`src/rtl/i2c_af_pkg.sv`:
```
`timescale 1ns/1ps
package i2c_af_pkg;
  localparam int ADDR_W = 7;
  localparam int BYTE_W = ADDR_W + 1;
  localparam int N_FLAGS = 3;
  localparam int FLG_START = 0;
  localparam int FLG_STOP = 1;
  localparam int FLG_MATCH = 2;
  localparam logic [ADDR_W-1:0] BOOT_ADDR_DEF = 7'h1A;
  localparam logic [ADDR_W-1:0] RESET_ADDR_DEF = 7'h1B;

  typedef enum logic [2:0] {
    PH_IDLE = 3'd0,
    PH_ADDR = 3'd1,
    PH_ACK  = 3'd2,
    PH_TX   = 3'd3,
    PH_RX   = 3'd4
  } phase_e;
endpackage

```
`src/rtl/i2c_af_cond_det.sv`:
```
`timescale 1ns/1ps
// Line condition decoder: compares present line levels with the levels
// registered at the previous edge.
module i2c_af_cond_det (
  input  logic clk,
  input  logic rst_n,
  input  logic scl_i,
  input  logic sda_i,
  output logic scl_rise_o,
  output logic scl_fall_o,
  output logic start_o,
  output logic stop_o
);
  logic scl_q, sda_q;

  always_ff @(posedge clk or negedge rst_n) begin
    if (!rst_n) begin
      scl_q <= 1'b1;
      sda_q <= 1'b1;
    end else begin
      scl_q <= scl_i;
      sda_q <= sda_i;
    end
  end

  always_comb begin
    scl_rise_o = scl_i & ~scl_q;
    scl_fall_o = ~scl_i & scl_q;
    start_o    = scl_i & scl_q & sda_q & ~sda_i;
    stop_o     = scl_i & scl_q & ~sda_q & sda_i;
  end
endmodule

```
`src/rtl/i2c_af_shift.sv`:
```
`timescale 1ns/1ps
// Serial-in byte collector with bit counter.
module i2c_af_shift #(
  parameter int BITS = 8,
  localparam int CW = $clog2(BITS + 1)
) (
  input  logic            clk,
  input  logic            rst_n,
  input  logic            clr_i,
  input  logic            shift_i,
  input  logic            bit_i,
  output logic [BITS-1:0] data_o,
  output logic            full_o
);
  localparam logic [CW-1:0] CNT_FULL = CW'(BITS);

  logic [BITS-1:0] data_q, data_d;
  logic [CW-1:0]   cnt_q, cnt_d;

  always_comb begin
    data_d = data_q;
    cnt_d  = cnt_q;
    if (clr_i) begin
      data_d = '0;
      cnt_d  = '0;
    end else if (shift_i && (cnt_q != CNT_FULL)) begin
      data_d = {data_q[BITS-2:0], bit_i};
      cnt_d  = cnt_q + 1'b1;
    end
  end

  always_ff @(posedge clk or negedge rst_n) begin
    if (!rst_n) begin
      data_q <= '0;
      cnt_q  <= '0;
    end else begin
      data_q <= data_d;
      cnt_q  <= cnt_d;
    end
  end

  assign data_o = data_q;
  assign full_o = (cnt_q == CNT_FULL);
endmodule

```
`src/rtl/i2c_af_match.sv`:
```
`timescale 1ns/1ps
// Parallel comparison of the received address against every recognised slot.
module i2c_af_match #(
  parameter int AW = 7,
  parameter logic [AW-1:0] BOOT = 7'h1A
) (
  input  logic [AW-1:0] rx_addr_i,
  input  logic [AW-1:0] prog_addr_i,
  input  logic          gc_en_i,
  output logic          hit_o
);
  localparam int NSLOT = 3;

  logic [AW-1:0]    slot_addr [NSLOT];
  logic [NSLOT-1:0] slot_en;
  logic [NSLOT-1:0] slot_hit;

  always_comb begin
    slot_addr[0] = BOOT;
    slot_en[0]   = 1'b1;
    slot_addr[1] = prog_addr_i;
    slot_en[1]   = 1'b1;
    slot_addr[2] = '0;
    slot_en[2]   = gc_en_i;
  end

  for (genvar g = 0; g < NSLOT; g++) begin : g_slot
    assign slot_hit[g] = slot_en[g] && (rx_addr_i == slot_addr[g]);
  end

  assign hit_o = |slot_hit;
endmodule

```
`src/rtl/i2c_af_status.sv`:
```
`timescale 1ns/1ps
// Sticky flags: set has priority over a simultaneous write-one clear.
module i2c_af_status #(
  parameter int N = 3
) (
  input  logic         clk,
  input  logic         rst_n,
  input  logic [N-1:0] set_i,
  input  logic [N-1:0] clr_i,
  output logic [N-1:0] flag_o
);
  for (genvar f = 0; f < N; f++) begin : g_flag
    logic q, d;
    always_comb begin
      d = q;
      if (set_i[f])      d = 1'b1;
      else if (clr_i[f]) d = 1'b0;
    end
    always_ff @(posedge clk or negedge rst_n) begin
      if (!rst_n) q <= 1'b0;
      else        q <= d;
    end
    assign flag_o[f] = q;
  end
endmodule

```
`src/rtl/i2c_addr_front.sv`:
```
`timescale 1ns/1ps
module i2c_addr_front
  import i2c_af_pkg::*;
#(
  parameter logic [ADDR_W-1:0] BOOT_ADDR  = BOOT_ADDR_DEF,
  parameter logic [ADDR_W-1:0] RESET_ADDR = RESET_ADDR_DEF
) (
  input  logic              clk,
  input  logic              rst_n,
  input  logic              scl_i,
  input  logic              sda_i,
  output logic              sda_pull_o,
  output logic              sda_own_o,
  input  logic              addr_we_i,
  input  logic [ADDR_W-1:0] addr_wdata_i,
  output logic [ADDR_W-1:0] addr_q_o,
  input  logic              gc_en_i,
  input  logic              ack_en_i,
  input  logic [N_FLAGS-1:0] flag_clr_i,
  output logic              flag_start_o,
  output logic              flag_stop_o,
  output logic              flag_match_o,
  output logic              ctl_busy_o,
  output logic              bus_busy_o,
  output logic              dir_o,
  output logic [2:0]        phase_o
);
  // reset: asserted asynchronously, released after two clock edges
  logic rst_s1_n, rst_s_n;
  always_ff @(posedge clk or negedge rst_n) begin
    if (!rst_n) begin
      rst_s1_n <= 1'b0;
      rst_s_n  <= 1'b0;
    end else begin
      rst_s1_n <= 1'b1;
      rst_s_n  <= rst_s1_n;
    end
  end

  logic scl_rise, scl_fall, start_ev, stop_ev;
  logic sh_clr, sh_shift, sh_full;
  logic [BYTE_W-1:0] sh_byte;
  logic addr_hit;
  logic [N_FLAGS-1:0] flag_set, flags;

  phase_e ph_q, ph_d;
  logic   pull_q, pull_d;
  logic   dir_q, dir_d;
  logic   cbusy_q, cbusy_d;
  logic   bbusy_q, bbusy_d;
  logic   match_set;
  logic [ADDR_W-1:0] addr_reg_q, addr_reg_d;

  i2c_af_cond_det u_cond (
    .clk       (clk),
    .rst_n     (rst_s_n),
    .scl_i     (scl_i),
    .sda_i     (sda_i),
    .scl_rise_o(scl_rise),
    .scl_fall_o(scl_fall),
    .start_o   (start_ev),
    .stop_o    (stop_ev)
  );

  i2c_af_shift #(.BITS(BYTE_W)) u_shift (
    .clk    (clk),
    .rst_n  (rst_s_n),
    .clr_i  (sh_clr),
    .shift_i(sh_shift),
    .bit_i  (sda_i),
    .data_o (sh_byte),
    .full_o (sh_full)
  );

  i2c_af_match #(.AW(ADDR_W), .BOOT(BOOT_ADDR)) u_match (
    .rx_addr_i  (sh_byte[BYTE_W-1:1]),
    .prog_addr_i(addr_reg_q),
    .gc_en_i    (gc_en_i),
    .hit_o      (addr_hit)
  );

  always_comb begin
    flag_set            = '0;
    flag_set[FLG_START] = start_ev;
    flag_set[FLG_STOP]  = stop_ev;
    flag_set[FLG_MATCH] = match_set;
  end

  i2c_af_status #(.N(N_FLAGS)) u_status (
    .clk   (clk),
    .rst_n (rst_s_n),
    .set_i (flag_set),
    .clr_i (flag_clr_i),
    .flag_o(flags)
  );

  // address register next state
  always_comb begin
    addr_reg_d = addr_reg_q;
    if (addr_we_i) addr_reg_d = addr_wdata_i;
  end

  // phase control next state
  always_comb begin
    ph_d      = ph_q;
    pull_d    = pull_q;
    dir_d     = dir_q;
    cbusy_d   = cbusy_q;
    bbusy_d   = bbusy_q;
    match_set = 1'b0;
    sh_clr    = 1'b0;
    sh_shift  = 1'b0;
    if (start_ev) begin
      ph_d    = PH_ADDR;
      pull_d  = 1'b0;
      sh_clr  = 1'b1;
      cbusy_d = 1'b1;
      bbusy_d = 1'b1;
    end else if (stop_ev) begin
      ph_d    = PH_IDLE;
      pull_d  = 1'b0;
      cbusy_d = 1'b0;
      bbusy_d = 1'b0;
    end else begin
      unique case (ph_q)
        PH_ADDR: begin
          sh_shift = scl_rise;
          if (scl_fall && sh_full) begin
            cbusy_d = 1'b0;
            if (addr_hit) begin
              ph_d      = PH_ACK;
              pull_d    = ack_en_i;
              dir_d     = sh_byte[0];
              match_set = 1'b1;
            end else begin
              ph_d = PH_IDLE;
            end
          end
        end
        PH_ACK: begin
          if (scl_fall) begin
            pull_d = 1'b0;
            ph_d   = dir_q ? PH_TX : PH_RX;
          end
        end
        default: ;
      endcase
    end
  end

  always_ff @(posedge clk or negedge rst_s_n) begin
    if (!rst_s_n) begin
      ph_q       <= PH_IDLE;
      pull_q     <= 1'b0;
      dir_q      <= 1'b0;
      cbusy_q    <= 1'b0;
      bbusy_q    <= 1'b0;
      addr_reg_q <= RESET_ADDR;
    end else begin
      ph_q       <= ph_d;
      pull_q     <= pull_d;
      dir_q      <= dir_d;
      cbusy_q    <= cbusy_d;
      bbusy_q    <= bbusy_d;
      addr_reg_q <= addr_reg_d;
    end
  end

  assign sda_pull_o   = pull_q;
  assign sda_own_o    = (ph_q == PH_TX);
  assign addr_q_o     = addr_reg_q;
  assign flag_start_o = flags[FLG_START];
  assign flag_stop_o  = flags[FLG_STOP];
  assign flag_match_o = flags[FLG_MATCH];
  assign ctl_busy_o   = cbusy_q;
  assign bus_busy_o   = bbusy_q;
  assign dir_o        = dir_q;
  assign phase_o      = ph_q;
endmodule

```
`config.mk`:
```
export PLATFORM = sky130hd
export DESIGN_NAME = i2c_addr_front
export DESIGN_NICKNAME = d
export VERILOG_FILES = /design/src/rtl/i2c_af_pkg.sv /design/src/rtl/i2c_af_cond_det.sv /design/src/rtl/i2c_af_shift.sv /design/src/rtl/i2c_af_match.sv /design/src/rtl/i2c_af_status.sv /design/src/rtl/i2c_addr_front.sv
export SDC_FILE = /design/constraint.sdc
export NUM_CORES = 1
export LEC_CHECK = 0
export ABC_AREA = 1
export CAP_MARGIN = 0
export CORE_ASPECT_RATIO = 1.75
export CORE_MARGIN = 8
export CORE_UTILIZATION = 40
export CTS_CLUSTER_DIAMETER = 120
export CTS_CLUSTER_SIZE = 14
export DETAILED_ROUTE_END_ITERATION = 6
export SLEW_MARGIN = 25
export SYNTH_ARGS = -nofsm -noshare
export SYNTH_HDL_FRONTEND = slang
export SYNTH_HIERARCHICAL = 1
export SYNTH_SLANG_ARGS = --single-unit
```
`constraint.sdc`:
```
create_clock -name clk -period 3 [get_ports clk]
set_clock_uncertainty 0.15 [all_clocks]
set_input_delay 0.6 -clock clk [delete_from_list [all_inputs] [get_ports clk]]
set_output_delay 0.6 -clock clk [all_outputs]
set_load 0.01 [all_outputs]
```
Yosys cells after proc, flatten, opt, wreduce, memory -nomap -nowiden
Cells that the tools add are included. W data, S select, Z words.

Bits in registers: 33. Bits of input ports: 17. Output and inout port bits: 18. Word-level logic and storage cells: 94.

Add/subtract/negate cells: 1. Eq/ne operators: 10. Multiplexer cells: 38. Bitwise operators: 13. Reductions and logical operators: 17.

Operators by type and width (number): $mux W1 (26); $mux W8 (2); $ne A4 B4 Y1 const B (4); $mux W3 (5); $reduce_bool A2 Y1 (5); $mux W4 (2); $and A1 B1 Y1 (7); $eq A7 B5 Y1 const B (1); $eq A7 B7 Y1 (1); $logic_not A7 Y1 (1); $eq A3 B2 Y1 const B (2); $not A1 Y1 (6); $pmux W3 S2 (1); $reduce_bool A3 Y1 (2); $reduce_and A5 Y1 (1); $add A4 B1 Y4 const B (1); $eq A4 B4 Y1 const B (1); $reduce_and A4 Y1 (1); $reduce_bool A4 Y1 (1); $eq A3 B1 Y1 const B (1); $logic_and A1 B1 Y1 (3); $reduce_and A3 Y1 (1); $reduce_or A3 Y1 (1); $mux W2 (1); 2 further kinds (2).

Longest topological paths before layout
Depth after elaboration: 9. Depth in mapped cells: 13.

Hierarchy
Netlist, hierarchy kept.

By module, submodules not included: i2c_addr_front (times used 1, cells each 87, area each 783.3 sq um, sequential area each 405.4 sq um); i2c_af_shift (times used 1, cells each 67, area each 645.6 sq um, sequential area each 300.3 sq um); i2c_af_match (times used 1, cells each 32, area each 150.1 sq um, sequential area each 0.0 sq um); i2c_af_status (times used 1, cells each 18, area each 142.6 sq um, sequential area each 75.1 sq um); i2c_af_cond_det (times used 1, cells each 13, area each 93.8 sq um, sequential area each 52.6 sq um).

Worst setup path after synthesis
No wires, ideal clock.

Path type: input -> register. Start: input port scl_i. End: register u_shift.data_q[1], in the netlist u_shift/data_o[1]. Setup time: 0.118 ns. Data arrival time: 1.784 ns. Required time: 2.732 ns. Path slack: 0.949 ns. Cell stages on the path: 9. Cell sequence: nand2_1 > nor2_1 > nor2_4 > nand2_1 > nor2_1 > nand2_4 > buf_12 > nand2_1 > o21ai_2.

Cells in the longest elaborated chain, start to end: 7. Elaborated cells on any way between the ends: 13. Classes of those cells: mux: 5; bitwise: 6; reduce/logical: 2.

RTL lines: start, declared (line i2c_addr_front.sv:10) `input logic scl_i,`; $and A1 B1 Y1 (line i2c_af_cond_det.sv:29, i2c_af_cond_det.sv:30); $and A1 B1 Y1 (2 in series) (line i2c_af_cond_det.sv:30) `stop_o = scl_i & scl_q & ~sda_q & sda_i;`; $mux W1 (line i2c_addr_front.sv:119) `end else if (stop_ev) begin`; $mux W1 (*) (line i2c_addr_front.sv:113) `if (start_ev) begin`; named net sh_shift (line i2c_addr_front.sv:41) `logic sh_clr, sh_shift, sh_full;`; $logic_and A1 B1 Y1 (*) (line i2c_af_shift.sv:26) `end else if (shift_i && (cnt_q != CNT_FULL)) begin`; $reduce_bool A2 Y1 (no source line) (*); end signal, assigned (line i2c_af_shift.sv:37) `data_q <= data_d;`; end, declared (line i2c_af_shift.sv:17) `logic [BITS-1:0] data_q, data_d;`.

The timed path passes the listed nets; every way through them passes the cells marked *. A chain may end at the register's enable or synchronous reset.

Worst setup path after layout
Start: input port sda_i. End: register u_shift.data_q[6], in the netlist u_shift/data_o[6].

Cells in the longest elaborated chain, start to end: 5. Elaborated cells on any way between the ends: 9. Classes of those cells: mux: 4; bitwise: 3; reduce/logical: 2.

RTL lines: start, declared (line i2c_addr_front.sv:11) `input logic sda_i,`; $and A1 B1 Y1 or $not A1 Y1 (tied branches) (line i2c_af_cond_det.sv:30, i2c_af_cond_det.sv:29); $mux W1 or $and A1 B1 Y1 (tied branches) (line i2c_addr_front.sv:119, i2c_af_cond_det.sv:29); $mux W1 (*) (line i2c_addr_front.sv:113); named net sh_shift (line i2c_addr_front.sv:41); $logic_and A1 B1 Y1 (*) (line i2c_af_shift.sv:26); $reduce_bool A2 Y1 (no source line) (*).

Marked as above.

==> flow_metrics.tcl <==
set metrics [dict create \
    powerDensity_nw_per_um2 719 \
    cp.required_ns 3.07 \
    synth_cell_type_count 32 \
    die_h_um 105 \
    insertion_delay_ns 0.28 \
    internal_power_mw 1.11 \
    drt_drc_violations_left 0 \
    grt_pass1_wl_um 7120 \
    crit_arrival_ns 2.37 \
    hold_class "flop to asynchronous set/reset pin" \
    cts_buffers 5 \
    synth_area_um2 1820 \
    syn2layout_area_growth_pct 27.6 \
    cts_tree "yes" \
    drive_gt1_frac 0.191 \
    antenna_found_initial 0 \
    gp_congestion 0.802 \
    timing.rr.end "u_shift/data_o[6]" \
    drt_wl_total_um 3950 \
    clockBufferDepth 2 \
    cts.repair.resized 0 \
    p_switching_uw 558 \
    core_um2 4400 \
    cp-start-kind "primary input" \
    drt_first_iter_violations 45 \
    most-common-layout-cells "nand2_1, clkdlybuf4s50_1, inv_1" \
    first_pass_iters 4 \
    r2r-start "u_cond/sda_q" \
    boundaryPins 35 \
    hold_viol 0 \
    reg2reg_depth 10 \
    rows 32 \
    synth_nets 236 \
    via_per_inst 4.79 \
    grt_pass1_vias 1578 \
    grtUsageTotal 0.127 \
    finalCritPeriodShare 0.765 \
    grt_overflow 0 \
    diodes 0 \
    p_clk_frac 0.298 \
    ys_ff_latch 33 \
    swShare 0.335 \
    avgRoutedWirePerCell_um 12.9 \
    fin_area_um2 2320 \
    critical_path.max_fanout 14 \
    cp-end-kind "flop" \
    io_buffer_count 34 \
    rsz0062_at_grt "no" \
    p_leak_nw 1.14 \
    min_period_ns 2.29 \
    ir_worst_vdd_v 0.000529 \
    ant_nets 0 \
    pwr-share-seq 0.381 \
    status "complete, no violations" \
    slew_viol_final 0 \
    start_util 0.412 \
    grt_max_degree 22 \
    dp_hpwl_um 3100 \
    combPwrFrac 0.321 \
    cts_hold_buf 0 \
    die-area_um2 7040 \
    ys_warn_count 6 \
    path_clk_slew_ns 0.07 \
    max_cap_violations 0 \
    htreeDepth 2 \
    final_common_cell "nand2_1" \
    fmax_mhz 436 \
    vias 1472 \
    avgSynthCellArea_um2 8.37 \
    ff2ff_setup_slack_ns 1.02 \
    syn_inst 217 \
    fin_nets 274 \
    placed_cell_area_um2 2180 \
    postCtsSetupBuffers 0 \
    fin_tns_setup_ns 0 \
    clockRootBuffer "clkbuf_8" \
    ys_seq_area_frac 0.459 \
    clkSinkCount 33 \
    criticalPathCategory "primary input to flop" \
    setup_viol 0 \
    die_x_um 66.9 \
]
-- sequential cells by signal, summed over array words and instances, names as in the netlist --
name,count
u_cond/sda_q,1
phase_o,3
rst_s_n,1
u_cond/scl_q,1
rst_s1_n,1
dir_o,1
ctl_busy_o,1
addr_q_o,7
u_shift/data_o,8
sda_pull_o,1
bus_busy_o,1
u_status/g_flag.q,3
u_shift/cnt_q,4
-- power groups by stage --
stage | clock network (mW) | logic, mW | registers (mW)
2_1_floorplan | 0 | 0.353 | 0.638
3_3_place_gp | 0 | 0.540 | 0.646
3_5_place_dp | 0 | 0.543 | 0.646
4_1_cts | 0.512 | 0.545 | 0.637
5_1_grt | 0.526 | 0.610 | 0.652
6_report | 0.496 | 0.536 | 0.635
-- metal layers --
layer	vias up	wire, um	track usage
li1	740	-	-
met1	683	1520	0.131
met2	39	2110	0.223
met3	10	226	0.0364
met4	0	102	0.0586
met5	-	0	0
-- metrics by stage --
step | power (mW) | util | hold slack (ns) | cells | setup slack, ns
6_report | 1.67 | 0.526 | 0.0186 | 307 | 0.706
5_1_grt | 1.79 | 0.526 | 0.0717 | 307 | 0.519
4_1_cts | 1.69 | 0.526 | 0.0457 | 307 | 0.721
3_5_place_dp | 1.19 | 0.496 | 0.0411 | 299 | 0.426
3_3_place_gp | 1.19 | 0.496 | 0.0356 | 299 | 0.457
2_1_floorplan | 0.991 | - | 0.154 | 217 | 0.949
-- how the worst max path moves through the flow --
stage	slack, ns	end	from
3_5_place_dp	0.43	u_shift/data_o[5]	sda_i
3_3_place_gp	0.46	u_shift/data_o[5]	sda_i
2_1_floorplan	0.95	u_shift/data_o[1]	scl_i
5_1_grt	0.52	u_shift/data_o[5]	sda_i
4_1_cts	0.72	sda_own_o	phase_o[2]
6_report	0.71	u_shift/data_o[6]	sda_i
-- kinds of logic (layout without fill, tap and decap cells) --
family,Yosys count,in the layout,share of synthesized area
other,1,1,0.00207
buffers and inverters,42,81,0.107
AND/OR/NAND/NOR,115,115,0.309
XOR/XNOR,4,4,0.0193
AO/OA/AOI/OAI,13,13,0.0462
flip-flops,33,33,0.459
adder cells (fa/ha/maj),2,2,0.0138
multiplexers,7,7,0.0434
-- area by class of cell --
| class | count | area (um^2) |
|---|---|---|
| Tap cell | 51 | 63.8 |
| Multi-Input combinational cell | 142 | 788 |
| Sequential cell | 33 | 833 |
| Inverter | 36 | 135 |
| Clock buffer | 5 | 68.8 |
| Fill cell | 450 | 2090 |
| Clock inverter | 3 | 65.1 |
| Timing Repair Buffer | 37 | 363 |
-- critical path: stages --
cell	delay, ns
clkdlybuf4s50_1	0.53
inv_1	0.06
nand2_1	0.06
nor2_1	0.08
nor2_4	0.09
nand2_1	0.08
nor2_1	0.33
nand2_4	0.22
nor2_4	0.19
nand2_1	0.07
nand2_1	0.06
-- cells in the mapped netlist (all sizes together) --
library cell | instances | area share
a21oi | 3 | 0.010
buf | 6 | 0.032
conb | 1 | 0.0021
dfrtp | 27 | 0.37
dfstp | 6 | 0.087
ha | 2 | 0.014
inv | 36 | 0.074
mux2 | 7 | 0.043
nand2 | 69 | 0.15
nand3 | 16 | 0.076
nand4 | 4 | 0.014
nor2 | 24 | 0.061
nor3 | 1 | 0.0055
nor3b | 1 | 0.0041
o211ai | 1 | 0.0041
o21ai | 7 | 0.023
o21bai | 2 | 0.0083
xnor2 | 3 | 0.014
xor2 | 1 | 0.0048
Note: power is estimated with default switching activity, not from simulation.
